<file path="src/rtl/miss_cls_pkg.sv">
package miss_cls_pkg;

  typedef enum logic [1:0] {
    KIND_HIT   = 2'b00,
    KIND_COLD  = 2'b01,
    KIND_ROOM  = 2'b10,
    KIND_CLASH = 2'b11
  } miss_kind_e;

  localparam int unsigned NUM_MISS_KINDS = 3;

endpackage

</file>
<file path="src/rtl/dm_tag_array.sv">
module dm_tag_array #(
  parameter int unsigned BLK_W = 8,
  parameter int unsigned SETS  = 4
) (
  input  logic             clk,
  input  logic             rst_n,
  input  logic             acc_en,
  input  logic [BLK_W-1:0] acc_blk,
  output logic             hit_o
);

  localparam int unsigned IDX_W = $clog2(SETS);
  localparam int unsigned TAG_W = BLK_W - IDX_W;

  logic [SETS-1:0]  valid_q, valid_d;
  logic [TAG_W-1:0] tag_q [SETS];
  logic [TAG_W-1:0] tag_d [SETS];
  logic [IDX_W-1:0] idx;
  logic [TAG_W-1:0] tag;

  assign idx   = acc_blk[IDX_W-1:0];
  assign tag   = acc_blk[BLK_W-1:IDX_W];
  assign hit_o = valid_q[idx] && (tag_q[idx] == tag);

  always_comb begin
    valid_d = valid_q;
    for (int s = 0; s < SETS; s++) tag_d[s] = tag_q[s];
    if (acc_en) begin
      valid_d[idx] = 1'b1;
      tag_d[idx]   = tag;
    end
  end

  always_ff @(posedge clk or negedge rst_n) begin
    if (!rst_n) begin
      valid_q <= '0;
      for (int s = 0; s < SETS; s++) tag_q[s] <= '0;
    end else if (acc_en) begin
      valid_q <= valid_d;
      for (int s = 0; s < SETS; s++) tag_q[s] <= tag_d[s];
    end
  end

  AST_DM_FILL_GROWS: assert property (@(posedge clk) disable iff (!rst_n)
    $countones(valid_q) >= $past($countones(valid_q)));

endmodule

</file>
<file path="src/rtl/fa_lru_store.sv">
module fa_lru_store #(
  parameter int unsigned BLK_W = 8,
  parameter int unsigned SETS  = 4
) (
  input  logic             clk,
  input  logic             rst_n,
  input  logic             acc_en,
  input  logic [BLK_W-1:0] acc_blk,
  output logic             hit_o
);

  localparam int unsigned IDX_W = $clog2(SETS);
  localparam logic [IDX_W-1:0] OLDEST = IDX_W'(SETS - 1);

  logic [SETS-1:0]  valid_q, valid_d;
  logic [BLK_W-1:0] blk_q [SETS];
  logic [BLK_W-1:0] blk_d [SETS];
  logic [IDX_W-1:0] age_q [SETS];
  logic [IDX_W-1:0] age_d [SETS];

  logic [SETS-1:0]  hit_vec;
  logic [SETS-1:0]  oldest_vec;
  logic [IDX_W-1:0] hit_way;
  logic [IDX_W-1:0] hit_age;
  logic [IDX_W-1:0] victim;
  logic             full;

  // Lookup and victim choice
  always_comb begin
    hit_way = '0;
    victim  = '0;
    for (int w = 0; w < SETS; w++) begin
      hit_vec[w]    = valid_q[w] && (blk_q[w] == acc_blk);
      oldest_vec[w] = valid_q[w] && (age_q[w] == OLDEST);
    end
    for (int w = SETS - 1; w >= 0; w--) begin
      if (hit_vec[w]) hit_way = IDX_W'(w);
    end
    full = &valid_q;
    if (full) begin
      for (int w = 0; w < SETS; w++) begin
        if (oldest_vec[w]) victim = IDX_W'(w);
      end
    end else begin
      for (int w = SETS - 1; w >= 0; w--) begin
        if (!valid_q[w]) victim = IDX_W'(w);
      end
    end
    hit_age = age_q[hit_way];
  end

  assign hit_o = |hit_vec;

  // Replacement state update
  always_comb begin
    valid_d = valid_q;
    for (int w = 0; w < SETS; w++) begin
      blk_d[w] = blk_q[w];
      age_d[w] = age_q[w];
    end
    if (acc_en) begin
      if (hit_o) begin
        for (int w = 0; w < SETS; w++) begin
          if (valid_q[w] && (age_q[w] < hit_age)) age_d[w] = age_q[w] + IDX_W'(1);
        end
        age_d[hit_way] = '0;
      end else begin
        for (int w = 0; w < SETS; w++) begin
          if (valid_q[w]) age_d[w] = age_q[w] + IDX_W'(1);
        end
        valid_d[victim] = 1'b1;
        blk_d[victim]   = acc_blk;
        age_d[victim]   = '0;
      end
    end
  end

  always_ff @(posedge clk or negedge rst_n) begin
    if (!rst_n) begin
      valid_q <= '0;
      for (int w = 0; w < SETS; w++) begin
        blk_q[w] <= '0;
        age_q[w] <= '0;
      end
    end else if (acc_en) begin
      valid_q <= valid_d;
      for (int w = 0; w < SETS; w++) begin
        blk_q[w] <= blk_d[w];
        age_q[w] <= age_d[w];
      end
    end
  end

  AST_FA_SINGLE_MATCH: assert property (@(posedge clk) disable iff (!rst_n)
    $onehot0(hit_vec));
  AST_FA_ONE_OLDEST: assert property (@(posedge clk) disable iff (!rst_n)
    (acc_en && !hit_o && full) |-> ($countones(oldest_vec) == 1));
  AST_FA_NEVER_SHRINKS: assert property (@(posedge clk) disable iff (!rst_n)
    $countones(valid_q) >= $past($countones(valid_q)));

endmodule

</file>
<file path="src/rtl/seen_bitmap.sv">
module seen_bitmap #(
  parameter int unsigned BLK_W = 8
) (
  input  logic             clk,
  input  logic             rst_n,
  input  logic             acc_en,
  input  logic [BLK_W-1:0] acc_blk,
  output logic             seen_o
);

  localparam int unsigned SPACE = 1 << BLK_W;

  logic [SPACE-1:0] bits_q, bits_d;

  assign seen_o = bits_q[acc_blk];

  always_comb begin
    bits_d = bits_q;
    if (acc_en) bits_d[acc_blk] = 1'b1;
  end

  always_ff @(posedge clk or negedge rst_n) begin
    if (!rst_n)      bits_q <= '0;
    else if (acc_en) bits_q <= bits_d;
  end

  AST_SEEN_STICKY: assert property (@(posedge clk) disable iff (!rst_n)
    $countones(bits_q) >= $past($countones(bits_q)));

endmodule

</file>
<file path="src/rtl/sat_counter.sv">
module sat_counter #(
  parameter int unsigned CNT_W = 32
) (
  input  logic             clk,
  input  logic             rst_n,
  input  logic             inc,
  output logic [CNT_W-1:0] cnt_o
);

  logic [CNT_W-1:0] cnt_q, cnt_d;
  logic             step_en;

  assign step_en = inc && (cnt_q != '1);

  always_comb begin
    cnt_d = cnt_q + CNT_W'(1);
  end

  always_ff @(posedge clk or negedge rst_n) begin
    if (!rst_n)       cnt_q <= '0;
    else if (step_en) cnt_q <= cnt_d;
  end

  assign cnt_o = cnt_q;

  AST_NO_WRAP: assert property (@(posedge clk) disable iff (!rst_n)
    (cnt_q == '1) |=> (cnt_q == '1));

endmodule

</file>
<file path="src/rtl/miss_classifier.sv">
module miss_classifier
  import miss_cls_pkg::*;
#(
  parameter int unsigned BLK_W = 8,
  parameter int unsigned SETS  = 4,
  parameter int unsigned CNT_W = 32
) (
  input  logic             clk,
  input  logic             rst_n,
  input  logic             req_valid,
  input  logic [BLK_W-1:0] req_blk,
  output logic             rsp_valid,
  output logic             rsp_hit,
  output logic [1:0]       rsp_kind,
  output logic [CNT_W-1:0] cnt_cold,
  output logic [CNT_W-1:0] cnt_room,
  output logic [CNT_W-1:0] cnt_clash
);

  logic       dm_hit, fa_hit, seen;
  miss_kind_e kind;

  dm_tag_array #(.BLK_W(BLK_W), .SETS(SETS)) u_dm (
    .clk(clk), .rst_n(rst_n), .acc_en(req_valid), .acc_blk(req_blk), .hit_o(dm_hit)
  );

  fa_lru_store #(.BLK_W(BLK_W), .SETS(SETS)) u_fa (
    .clk(clk), .rst_n(rst_n), .acc_en(req_valid), .acc_blk(req_blk), .hit_o(fa_hit)
  );

  seen_bitmap #(.BLK_W(BLK_W)) u_seen (
    .clk(clk), .rst_n(rst_n), .acc_en(req_valid), .acc_blk(req_blk), .seen_o(seen)
  );

  // Strict priority: hit, then first touch, then reference miss, else placement
  always_comb begin
    if (dm_hit)       kind = KIND_HIT;
    else if (!seen)   kind = KIND_COLD;
    else if (!fa_hit) kind = KIND_ROOM;
    else              kind = KIND_CLASH;
  end

  logic [CNT_W-1:0] cnt_all [NUM_MISS_KINDS];

  for (genvar g = 0; g < NUM_MISS_KINDS; g++) begin : g_ctr
    logic bump;
    assign bump = req_valid && (kind == miss_kind_e'(2'(g + 1)));
    sat_counter #(.CNT_W(CNT_W)) u_ctr (
      .clk(clk), .rst_n(rst_n), .inc(bump), .cnt_o(cnt_all[g])
    );
  end

  assign cnt_cold  = cnt_all[0];
  assign cnt_room  = cnt_all[1];
  assign cnt_clash = cnt_all[2];

  logic       rsp_valid_q, rsp_valid_d;
  logic       rsp_hit_q, rsp_hit_d;
  logic [1:0] rsp_kind_q, rsp_kind_d;

  always_comb begin
    rsp_valid_d = req_valid;
    rsp_hit_d   = req_valid && dm_hit;
    rsp_kind_d  = req_valid ? 2'(kind) : 2'(KIND_HIT);
  end

  always_ff @(posedge clk or negedge rst_n) begin
    if (!rst_n) begin
      rsp_valid_q <= 1'b0;
      rsp_hit_q   <= 1'b0;
      rsp_kind_q  <= 2'b00;
    end else begin
      rsp_valid_q <= rsp_valid_d;
      rsp_hit_q   <= rsp_hit_d;
      rsp_kind_q  <= rsp_kind_d;
    end
  end

  assign rsp_valid = rsp_valid_q;
  assign rsp_hit   = rsp_hit_q;
  assign rsp_kind  = rsp_kind_q;

  AST_RSP_FOLLOWS_REQ: assert property (@(posedge clk) disable iff (!rst_n)
    req_valid |=> rsp_valid);
  AST_RSP_QUIET: assert property (@(posedge clk) disable iff (!rst_n)
    !req_valid |=> (!rsp_valid && rsp_kind == 2'b00));
  AST_HIT_CODE: assert property (@(posedge clk) disable iff (!rst_n)
    rsp_hit |-> (rsp_valid && rsp_kind == 2'b00));
  AST_REAL_HIT_WAS_SEEN: assert property (@(posedge clk) disable iff (!rst_n)
    (req_valid && dm_hit) |-> seen);
  AST_HIT_NO_COUNT: assert property (@(posedge clk) disable iff (!rst_n)
    rsp_hit |-> (cnt_cold == $past(cnt_cold) && cnt_room == $past(cnt_room)
                 && cnt_clash == $past(cnt_clash)));

endmodule

</file>
<file path="config.mk">
export PLATFORM = sky130hd
export DESIGN_NAME = miss_classifier
export DESIGN_NICKNAME = d
export VERILOG_FILES = /design/src/rtl/miss_cls_pkg.sv /design/src/rtl/dm_tag_array.sv /design/src/rtl/fa_lru_store.sv /design/src/rtl/seen_bitmap.sv /design/src/rtl/sat_counter.sv /design/src/rtl/miss_classifier.sv
export SDC_FILE = /design/constraint.sdc
export NUM_CORES = 1
export LEC_CHECK = 0
export ABC_AREA = 0
export BUFFER_PORTS_ARGS = -buffer_cell sky130_fd_sc_hd__buf_2
export CAP_MARGIN = 20
export CORE_ASPECT_RATIO = 1.25
export CORE_MARGIN = 3
export CORE_UTILIZATION = 39
export DETAILED_ROUTE_END_ITERATION = 8
export GPL_ROUTABILITY_DRIVEN = 0
export GPL_TIMING_DRIVEN = 0
export PLACE_DENSITY = 0.53
export SYNTH_ARGS = -nofsm -noshare
export SYNTH_HDL_FRONTEND = slang
export SYNTH_SLANG_ARGS = --single-unit
</file>
<file path="constraint.sdc">
create_clock -name clk -period 4.7 [get_ports clk]
set_clock_uncertainty 0.2 [all_clocks]
set_input_delay 0 -clock clk [delete_from_list [all_inputs] [get_ports clk]]
set_output_delay 0 -clock clk [all_outputs]
set_load 0.05 [all_outputs]
</file>
== Yosys cells after proc, flatten, opt, wreduce, memory -nomap -nowiden ==
Index checks and enable logic that the tools add are counted.

* Eq/ne operators: 14
* Order comparisons: 16
* Add/subtract/negate cells: 7
* Bitwise logic cells: 11
* Mux-type cells: 67
* Reductions and logical operators: 28

{| class="wikitable"
|+ Operators by type and width
! operator !! count
|-
| 256-bit OR || 1
|-
| 32-bit by 1-bit adder with 32-bit output (second input constant) || 3
|-
| 32-bit inequality test (second input constant) || 3
|-
| 2-bit two-way mux || 42
|-
| 32-bit bitwise mux || 1
|-
| 8-bit equality test || 4
|-
| 1-bit logical AND || 25
|-
| 24-bit bitwise mux || 1
|-
| 6-bit two-way mux || 3
|-
| 8-bit AND || 2
|-
| 8-bit demux with 2-bit select || 1
|-
| 8-bit two-way mux || 2
|-
| 8-bit NOT || 2
|-
| 6-bit binary-select mux with 2-bit select || 1
|-
| 6-bit demux with 2-bit select || 1
|-
| 2-bit equality test (second input constant) || 5
|-
| 3-bit >= comparator (second input constant) || 3
|-
| 3-bit by 1-bit < comparator with 1-bit output (second input constant) || 3
|-
| 8-bit by 9-bit < comparator with 1-bit output (second input constant) || 1
|-
| 2-bit NOT with 3-bit output || 3
|-
| 2-bit by 1-bit adder with 2-bit output (second input constant) || 4
|-
| 1-bit binary-select mux with 8-bit select || 1
|-
| 1-bit demux with 8-bit select || 1
|-
| 2-bit demux with 2-bit select || 2
|-
| 15 further kinds || 28
|}

* Register bits: 428
* Input port bits: 11

== Logic depth before layout (Yosys ltp) ==
Gate-level depths: netlist (run 1).

* Depth in word-level cells: 17
* Depth in mapped cells: 14
* Gate-level depth less buffers: 9

== Cells and area by module ==
A second synthesis (run 1) with hierarchy kept.

* Cell total of the unflattened synthesis: 1619
* Area, all modules: 20088.0 um^2

{| class="wikitable"
|+ Modules (own cells, without submodules)
! module !! area an instance (um^2) !! times used !! seq. area each (um^2) !! cells each
|-
| seen_bitmap || 10815.4 || 1 || 6406.1 || 774
|-
| sat_counter || 1624.1 || 3 || 800.8 || 151
|-
| fa_lru_store || 2914.0 || 1 || 1101.1 || 285
|-
| dm_tag_array || 1340.0 || 1 || 700.7 || 95
|-
| miss_classifier || 146.4 || 1 || 100.1 || 12
|}

== Worst setup path after synthesis (run 1) ==
No wires, ideal clock.

* Kind: register -> register
* Start point: register g_ctr[0].u_ctr.cnt_q[5]
* End point: register g_ctr[0].u_ctr.cnt_q[1]
* Period minus slack after synthesis: 3217 ps
* Cell stages (with the launch flop): 10
* Data arrival time: 2890 ps
* Setup slack: 1483 ps
* Setup time: 128 ps
* Cell sequence: dfrtp_1 > and4_1 > nand4_1 > nor4_1 > nand3_1 > nor4_1 > a41oi_1 > o21ai_2 > buf_4 > mux2_1

* Cells in the longest elaborated chain, start to end: 2

{| class="wikitable"
|+ RTL lines
! element !! RTL line !! source
|-
| from (decl) || sat_counter.sv:10 || <nowiki>logic [CNT_W-1:0] cnt_q, cnt_d;</nowiki>
|-
| from (signal assigned) || sat_counter.sv:21 || <nowiki>else if (step_en) cnt_q <= cnt_d;</nowiki>
|-
| 32-bit inequality test || sat_counter.sv:13 || <nowiki>assign step_en = inc && (cnt_q != '1);</nowiki>
|-
| 1-bit logical AND || sat_counter.sv:13 ||
|}

No other way between the ends.
A chain may end at the register's enable or synchronous reset.

== Worst setup path in the final report (run 1) ==
* Start point: input port req_blk[3]
* End point: register g_ctr[1].u_ctr.cnt_q[14]

* Cells in the longest elaborated chain, start to end: 9
* Elaborated cells on any way between the ends: 19
* Those cells by class: eq/ne: 6; mux: 5; reduce/logical: 8

{| class="wikitable"
|+ RTL lines
! element !! RTL line !! source
|-
| from (decl) || miss_classifier.sv:11 || <nowiki>input logic [BLK_W-1:0] req_blk,</nowiki>
|-
| branches (longest 5 deep; another with 1-bit binary-select mux with 8-bit select) || n/a ||
|-
| 2-bit two-way mux (*) || miss_classifier.sv:37 || <nowiki>if (dm_hit) kind = KIND_HIT;</nowiki>
|-
| 2-bit equality test (*) || miss_classifier.sv:47 || <nowiki>assign bump = req_valid && (kind == miss_kind_e'(2'(g + 1)));</nowiki>
|-
| 1-bit logical AND (*) || miss_classifier.sv:47 ||
|-
| 1-bit logical AND (*) || sat_counter.sv:13 ||
|-
| to (signal assigned) || sat_counter.sv:21 ||
|-
| to (decl) || sat_counter.sv:10 ||
|}

Every way passes the cells marked *. The select of a mux whose other input is x is not followed.

==> results of run 1 <==
==> worst max-delay path, cell delays in order <==
cell and delay (ps):
buf_2 220, and2_1 200, clkbuf_1 200, clkbuf_1 430, a22oi_1 400, a21oi_1 210
or4_1 550, o21ai_1 240, o32ai_4 170, nor3_4 440, buf_2 360, nand4_1 150
xnor2_1 180
==> cell usage after synthesis (4+ instances only) <==
cell,instances
a211oi_1,4
a21o_1,177
a21oi_1,21
a22oi_1,30
a31oi_1,6
and2_1,11
and3_1,29
and4_1,8
buf_1,8
buf_2,21
buf_4,7
buf_6,5
clkbuf_1,71
dfrtp_1,428
ha_1,6
inv_1,25
mux2_2,22
mux2i_1,56
mux4_2,47
nand2_1,120
nand2b_1,12
nand3_1,72
nand4_1,40
nor2_1,57
nor2b_1,7
nor3_1,24
nor3_2,20
nor4_1,6
o211ai_1,4
o21ai_0,40
o21ai_1,7
o21bai_1,80
or2_2,6
or3_1,7
xnor2_1,99
xor2_1,32
==> routing by layer <==
metal | vias up | part of all wire
met1 | 7180 | 0.42
li1 | 6293 | -
met3 | 73 | 0.049
met4 | 0 | 0.022
met2 | 360 | 0.51
met5 | - | 0
==> power breakdown <==
part / switching, mW / internal, mW
clock network: 1.46 / 2.00
logic: 1.26 / 0.855
registers: 0.369 / 4.16
total: 3.09 / 7.02
==> registers in the layout, indices dropped and copies added (netlist names) <==
name / cells
u_fa.valid_q: 4
rsp_valid: 1
rsp_kind: 2
u_dm.valid_q: 4
u_seen.bits_q: 256
rsp_hit: 1
u_dm.tag_q: 24
g_ctr.u_ctr.cnt_o: 96
u_fa.blk_q: 32
u_fa.age_q: 8
==> final timing paths <==
kind,depth (start not counted),from,slack [ps],end
min reg2reg,1,u_seen.bits_q[154],250,u_seen.bits_q[154]
max,13,req_blk[3],1180,g_ctr[1].u_ctr.cnt_o[14]
min,5,req_blk[4],30,rsp_hit
min in group asynchronous,4,rst_n,380,g_ctr[0].u_ctr.cnt_o[13]
max in group asynchronous,5,rst_n,2890,u_seen.bits_q[89]
max reg2reg,10,u_seen.bits_q[39],1210,g_ctr[0].u_ctr.cnt_o[11]
==> cell type report <==
type	count	area, µm²	area share
inverters	27	101	0.00449
clock buffers	73	1380	0.0613
plain buffers	112	510	0.0226
repair buffers	110	671	0.0297
clock inverters	5	31.3	0.00139
multi-input cells	1101	8340	0.370
well taps	651	815	0.0361
flip-flops and latches	428	10700	0.475
==> cells by family (layout without fill, tap and decap cells) <==
kind of cell             count (synthesis)  in the layout  share of synthesized area
AND/OR/NAND/NOR                        431            431                      0.116
flip-flops                             428            428                      0.545
XOR/XNOR                               131            131                     0.0584
buffers and inverters                  139            327                     0.0311
multiplexers                           128            128                     0.0967
adder cells (fa/ha/maj)                  9              9                    0.00535
AO/OA/AOI/OAI                          402            402                      0.148
==> flow_summary.yaml, run 1 <==
power_and_ir_drop:
  power_leakage_nw: 11.4
  power.density_nw_per_um2: 448
  vdd_ir_drop_max_mv: 0.290
  total_power_mw: 10.1
floorplanning:
  ioPinCount: 111
  start_util: 0.396
  dieArea_um2: 53100
  dieHeight_um: 257
  die_w_um: 207
  core_area_um2: 49600
  rows: 91
grt:
  grt_antenna_before_repair: 0
  grtUsageMet1: 0.280
  grt_pass1_vias: 14400
  top_usage_layer: "met2"
  grt_max_degree: 118
  grt_pass1_wl_um: 87800
  use_met3: 0.0329
  grt_use_met2: 0.370
  grt-ovfl-total: 0
  grt_util_all_layers: 0.214
synthesis:
  synth_nets: 1685
  synth-seq-cells: 428
  ys_seq_area_frac: 0.545
  synth_area_per_cell_um2: 11.8
  ys_types: 67
  yosysTopAreaCell: "dfrtp_1"
  synth_top_area_share: 0.545
  yosys-top-cells-area: "dfrtp_1 (54%), a21o_1 (6.8%), mux4_2 (5.4%)"
  synthArstFlopShare: 1.00
  yosys_warnings: 0
  synth_edf_count: 0
  ys.flop_type: "dfrtp_1"
  syn_inst: 1668
  syn_area_um2: 19700
cells_and_area:
  nets: 1842
  fin_util: 0.454
  final_area_um2: 22600
  fillers: 4628
  final_cell_mix: "dfrtp_1 (428), a21o_1 (177), buf_2 (122)"
  final_common_cell: "dfrtp_1"
  drive_gt1_frac: 0.165
  num_antenna_cells: 0
  fin_cells: 2507
  areaGrowthSynthToFinish_pct: 14.8
timing:
  setup_viol: 0
  fmax_mhz: 284
  fin_crit_sh: 0.749
  finalHoldViolCount: 0
  setup_ws_ps: 1180
  hold_ws_ps: 33.2
  rsz0062_at_grt: "false"
  relSlewSlack: 0.284
  worst_pin_slew_ps: 1070
  fin_setup_tns_ps: 0
  post-route-min-period_ps: 3520
  drv_slew: 0
placed_design:
  dp_cells: 2424
  io_buffers: 102
  place_area_um2: 21100
  dp_slack_ps: 557
  dp_hpwl_um: 39400
route:
  drt-total-wl_um: 56300
  viasPerCell: 5.55
  wl_per_cell_um: 22.5
  drc: 0
  via_count: 13900
  ant_nets: 0
  drtIter0Drc: 984
  first_pass_iters: 5
setup_path:
  cp_max_fo: 10
  required_ps: 4960
  cp.arrival_ps: 3780
  crit_path_start_kind: "input port"
  crit_type: "in2reg"
  cp-end-kind: "flip-flop"
clock_tree:
  clock-sinks: 428
  numCtsBuffers: 45
  post-cts-setup-buffer-count: 0
  cts-htree-levels: 2
  ctsHoldBuffers: 5
  cts.repair.resized: 0
  cts_root_buf: "clkbuf_16"
  clock_latency_ps: 580
  cts_buffer_depth: 3
  cts_tree: "built"
  clk_pin_slew_ps: 60
flow_run:
  maxCapViolCount: 0
outcome:
  status: "finished, final reports clean"
worst_hold_path:
  min_path_type: "in2reg"
Power figures use the tool's default switching activity.
==> inputs of run 2 (changes only) <==
- PLACE_DENSITY: 0.53 -> 0.55
- clock period: 4.7 -> 3 ns (I/O delays scaled with it)
==> run 2 against run 1 <==
Compared with the run above:
- the flow now finishes with violations (negative setup slack)
- die area stayed put
- via count is 1.9% higher
- worst setup slack worse by 1200 ps
- wire length is 2.9% higher
- register-to-register slack worse by 1300 ps
- combinational power is 69% higher
- sequential power is 57% higher
- power is 65% higher
- count of clock-buffer cells in the layout is 10 lower
- first-iteration DRC count is 13% higher
- worst hold slack better by 55 ps
- largest cell class unchanged
==> flow_summary.yaml, run 2 (synthesized netlist as in run 1, its figures left out) <==
setup_path:
  cp-end-kind: "flip-flop"
  cp_max_fo: 7
  slowest_stage: "mux4_2"
  required_ps: 3300
  crit_type: "reg2reg"
  worstPathBufferInverterCount: 2
  rr_worst_depth: 11
  path_depth: 11
  crit_chain: "mux4_2 > a22oi_2 > a21oi_2 > a31oi_2 > a2bb2oi_2 > o32ai_4 > buf_12 > o21ai_4 > clkbuf_16 > nor3_2 > xor2_1"
  crit_path_start_kind: "flip-flop"
  crit_family: "compound AO/OA/AOI/OAI gates"
  slowest_delay_ps: 480
  cp.arrival_ps: 3370
flow_run:
  maxCapViolCount: 0
floorplanning:
  start_util: 0.396
  core_area_um2: 49600
  dieArea_um2: 53100
  ioPinCount: 111
  die_w_um: 207
  dieHeight_um: 257
  rows: 91
cells_and_area:
  num_antenna_cells: 0
  final_common_cell: "dfrtp_1"
  drive_gt1_frac: 0.225
  nets: 1859
  areaGrowthSynthToFinish_pct: 20.3
  ff_latch_area_um2: 10700
  multi_input_area_um2: 8900
  final_area_um2: 23600
  fillers: 4519
  top_register: "u_seen.bits_q"
  largest_register_ffs: 256
  final_cell_mix: "dfrtp_1 (424), a21o_1 (177), nand2_1 (119)"
grt:
  grt_util_all_layers: 0.219
  grt_pass1_wl_um: 89300
  grt_pass1_vias: 14600
  grt-ovfl-total: 0
  grt_antenna_before_repair: 0
  grt_max_degree: 124
outcome:
  status: "finished, violations left"
  violations: "negative setup slack"
clock_tree:
  clock_latency_ps: 590
  clk_pin_slew_ps: 60
  cts_root_buf: "clkbuf_16"
  cts-htree-levels: 2
  numCtsBuffers: 44
  cts_buffer_depth: 3
  clock-sinks: 428
  cts_tree: "built"
timing:
  fin_setup_tns_ps: -1480
  rsz0062_at_grt: "true"
  worst_pin_slew_ps: 1180
  drv_slew: 0
  setup_ws_ps: -69.3
  post-route-min-period_ps: 3070
  finalHoldViolCount: 0
  fin_crit_sh: 1.02
  setup_viol: 54
  fmax_mhz: 326
  relSlewSlack: 0.211
route:
  drc: 0
  viasPerCell: 5.60
  wl_per_cell_um: 22.9
  ant_nets: 0
  via_count: 14200
  drtIter0Drc: 1114
  drt-total-wl_um: 58000
  first_pass_iters: 6
placed_design:
  io_buffers: 102
  dp_hpwl_um: 38900
  place_area_um2: 21100
worst_hold_path:
  min_path_cells: 5
  min_path_type: "in2reg"
power_and_ir_drop:
  power_leakage_nw: 12.0
  power.density_nw_per_um2: 705
  vdd_ir_drop_max_mv: 0.377
[run 2: where the power goes]
group / total (mW) / leakage (nW) / switching (mW) / internal (mW)
Clock: 5.97 / 0.778 / 2.39 / 3.58
Combinational: 3.59 / 5.59 / 2.11 / 1.48
Sequential: 7.10 / 5.66 / 0.591 / 6.51
Total: 16.7 / 12.0 / 5.10 / 11.6
[run 2: final timing paths]
kind / from / to / slack [ps]
max in group asynchronous: rst_n / u_seen.bits_q[11] / 720
hold / removal: req_blk[4] / rsp_hit / 90
hold reg to reg: u_seen.bits_q[170] / u_seen.bits_q[170] / 250
min in group asynchronous: rst_n / g_ctr[0].u_ctr.cnt_o[0] / 370
setup reg to reg: u_seen.bits_q[111] / g_ctr[0].u_ctr.cnt_o[25] / -70
setup / recovery: u_seen.bits_q[111] / g_ctr[0].u_ctr.cnt_o[25] / -70
[run 2: area by class of cell]
type / count / area share
Buffer: 111 / 0.0269
Clock buffer: 63 / 0.0556
Clock inverter: 19 / 0.0112
Inverter: 27 / 0.00429
Multi-Input combinational cell: 1102 / 0.376
Sequential cell: 428 / 0.453
Tap cell: 651 / 0.0345
Timing Repair Buffer: 128 / 0.0378
[run 2: through the flow]
stage / instances / total power [mW] / hold slack, ps / utilization / worst slack (ps)
after detailed placement: 2424 / 10.5 / -116 / 0.425 / -1110
after floorplan: 1668 / 9.52 / -496 / - / 26.1
after CTS: 2520 / 16.7 / 40.7 / 0.466 / -83.1
after global placement: 2421 / 10.4 / -74.9 / 0.423 / -7520
after global routing: 2529 / 17.5 / 94.5 / 0.476 / -130
final: 2529 / 16.7 / 88.3 / 0.476 / -69.3
[run 2: metal layers]
layer,global-route usage,up-vias,share of wire
met3,0.0414,110,0.048
met2,0.368,352,0.50
met5,0,-,0
met1,0.283,7369,0.41
met4,0.0794,0,0.037
li1,-,6335,-
[run 2: worst register-to-register path, delay by kind of cell, from the launching register on]
kind,cells,cell delay (ps)
AO/OA/AOI/OAI,6,1230
XOR/XNOR,1,160
buffers and inverters,2,380
flip-flops,1,380
multiplexers,1,480
AND/OR/NAND/NOR,1,190
[run 2: repair_timing]
item | in CTS | in global routing
setup endpoints to repair | 156 | 139
resized for setup | 65 | 87
hold buffers | 4 | 0
hold endpoints to repair | 328 | 0
pin swaps | 23 | 76
setup buffers | 10 | 5
gates cloned | 1 | 4
==> inputs of run 3 (changes only) <==
- PLACE_DENSITY: 0.55 -> 0.53
- REMOVE_ABC_BUFFERS: not set -> 1
- clock period: 3 -> 3.05 ns (I/O delays scaled with it)
==> run 3 against run 2 <==
Compared with the run above:
- the run still ends with negative setup slack left
- die area stayed put
- worst setup slack better by 13 ps
- global-route usage is 1.9 points lower
- sequential share of layout area is 0.69 points lower
- flip-flop and latch count stayed put
- utilization is 0.72 points higher
- worst hold slack worse by 87 ps
- cell area is 1.5% higher
- critical endpoint is now g_ctr[0].u_ctr.cnt_o[1]
- largest cell class unchanged
==> flow_summary.yaml, run 3 (synthesized netlist as in run 1, its figures left out) <==
grt:
  grt_antenna_before_repair: 3
  grt_pass1_wl_um: 83300
  grt-ovfl-total: 0
  grt_max_degree: 108
  grt_pass1_vias: 14100
  grt_util_all_layers: 0.201
route:
  first_pass_iters: 7
  viasPerCell: 5.60
  wl_per_cell_um: 21.8
  drc: 0
  ant_nets: 0
  via_count: 13900
  drt-total-wl_um: 54100
  drtIter0Drc: 966
outcome:
  violations: "negative setup slack"
  status: "finished, violations left"
timing:
  fin_crit_sh: 1.02
  worst_pin_slew_ps: 1170
  setup_viol: 21
  finalHoldViolCount: 0
  drv_slew: 0
  hold_ws_ps: 1.34
  relSlewSlack: 0.220
  post-route-min-period_ps: 3110
  setup_ws_ps: -56.7
  rsz0062_at_grt: "true"
  fmax_mhz: 322
setup_path:
  crit_chain: "mux2i_1 > a22oi_1 > a21oi_1 > or4_4 > o21ai_4 > o32ai_4 > buf_12 > buf_12 > o21ai_4 > clkbuf_16 > mux2_4"
  cp_max_fo: 6
  cp.arrival_ps: 3360
  crit_path_start_kind: "flip-flop"
  crit_type: "reg2reg"
  rrSetupSlack_ps: -60
  cp-end-kind: "flip-flop"
  required_ps: 3310
  rr_worst_depth: 11
  slowest_delay_ps: 540
  slowest_stage: "or4_4"
cells_and_area:
  fin_cells: 2485
  num_antenna_cells: 0
  drive_gt1_frac: 0.244
  nets: 1824
  fin_util: 0.483
  top_register: "u_seen.bits_q"
  final_common_cell: "dfrtp_1"
  largest_register_ffs: 256
  areaGrowthSynthToFinish_pct: 22.1
  final_cell_mix: "dfrtp_1 (427), a21o_1 (177), nand2_1 (116)"
floorplanning:
  core_area_um2: 49600
  start_util: 0.396
  die_w_um: 207
  dieHeight_um: 257
  dieArea_um2: 53100
  ioPinCount: 111
  rows: 91
clock_tree:
  cts_root_buf: "clkbuf_16"
  numCtsBuffers: 47
  cts_tree: "built"
  cts_buffer_depth: 3
  clock_latency_ps: 590
  cts-htree-levels: 2
  clk_pin_slew_ps: 60
  clock-sinks: 428
power_and_ir_drop:
  power_leakage_nw: 12.2
  vdd_ir_drop_max_mv: 0.393
  power.density_nw_per_um2: 663
placed_design:
  io_buffers: 110
  dp_cells: 2345
  dp_hpwl_um: 32500
worst_hold_path:
  min_path_type: "in2reg"
  min_path_cells: 4
flow_run:
  maxCapViolCount: 0
-- run 3: per-stage QoR --
| step | cell area [µm²] | worst slack, ps | TNS (ps) | total power, mW |
|---|---|---|---|---|
| 2_1_floorplan | 19100 | -826 | -40620 | 9.22 |
| 4_1_cts | 23200 | -143 | -1140 | 15.9 |
| 6_report | 24000 | -56.7 | -531 | 15.9 |
| 5_1_grt | 24000 | -138 | -4030 | 16.7 |
| 3_5_place_dp | 21000 | -1860 | -169550 | 10.3 |
| 3_3_place_gp | 20500 | -6840 | -3847640 | 10.1 |
-- run 3: worst paths after layout --
check	from	to
worst min register to register	u_seen.bits_q[206]	u_seen.bits_q[206]
worst max-delay path	u_seen.bits_q[23]	g_ctr[0].u_ctr.cnt_o[1]
worst max register to register	u_seen.bits_q[23]	g_ctr[0].u_ctr.cnt_o[1]
min in group asynchronous	rst_n	g_ctr[2].u_ctr.cnt_o[0]
worst min-delay path	req_blk[3]	u_seen.bits_q[63]
max in group asynchronous	rst_n	u_seen.bits_q[217]
-- run 3: routing by layer --
| layer | up-vias | part of all wire | global-route usage |
|---|---|---|---|
| met1 | 7191 | 0.43 | 0.271 |
| met3 | 98 | 0.052 | 0.0407 |
| met4 | 6 | 0.027 | 0.0547 |
| met2 | 342 | 0.49 | 0.330 |
| li1 | 6271 | - | - |
| met5 | - | 0.00061 | 0 |
-- run 3: timing repair --
action | in CTS | in global routing
setup endpoints to repair | 126 | 129
endpoints found under the hold margin | 316 | 0
hold buffers | 21 | 0
cloned | 2 | 7
pin swaps | 25 | 53
resized for setup | 61 | 89
setup buffers | 16 | 15
-- run 3: where the power goes --
part | switching, mW | total [mW] | internal (mW) | leakage [nW]
clock | 2.30 | 5.38 | 3.08 | 0.706
combinational | 2.02 | 3.53 | 1.51 | 5.85
sequential | 0.576 | 6.99 | 6.41 | 5.66
total | 4.90 | 15.9 | 11.0 | 12.2
-- run 3: critical path, delay by kind of cell (launching register included) --
kind,cells,cell delay (ps)
flops,1,340
mux,2,380
buf+inv,3,520
compound gates,5,1000
simple gates,1,540
-- run 3: cell type report --
| class | count | area, µm² |
|---|---|---|
| clock buffer | 66 | 1360 |
| clock inverter | 10 | 67.6 |
| multi-input combinational | 1101 | 9110 |
| sequential | 428 | 10700 |
| fill | 4480 | 25600 |
| inverter | 27 | 105 |
| tap | 651 | 815 |
| timing repair buffer | 202 | 1830 |
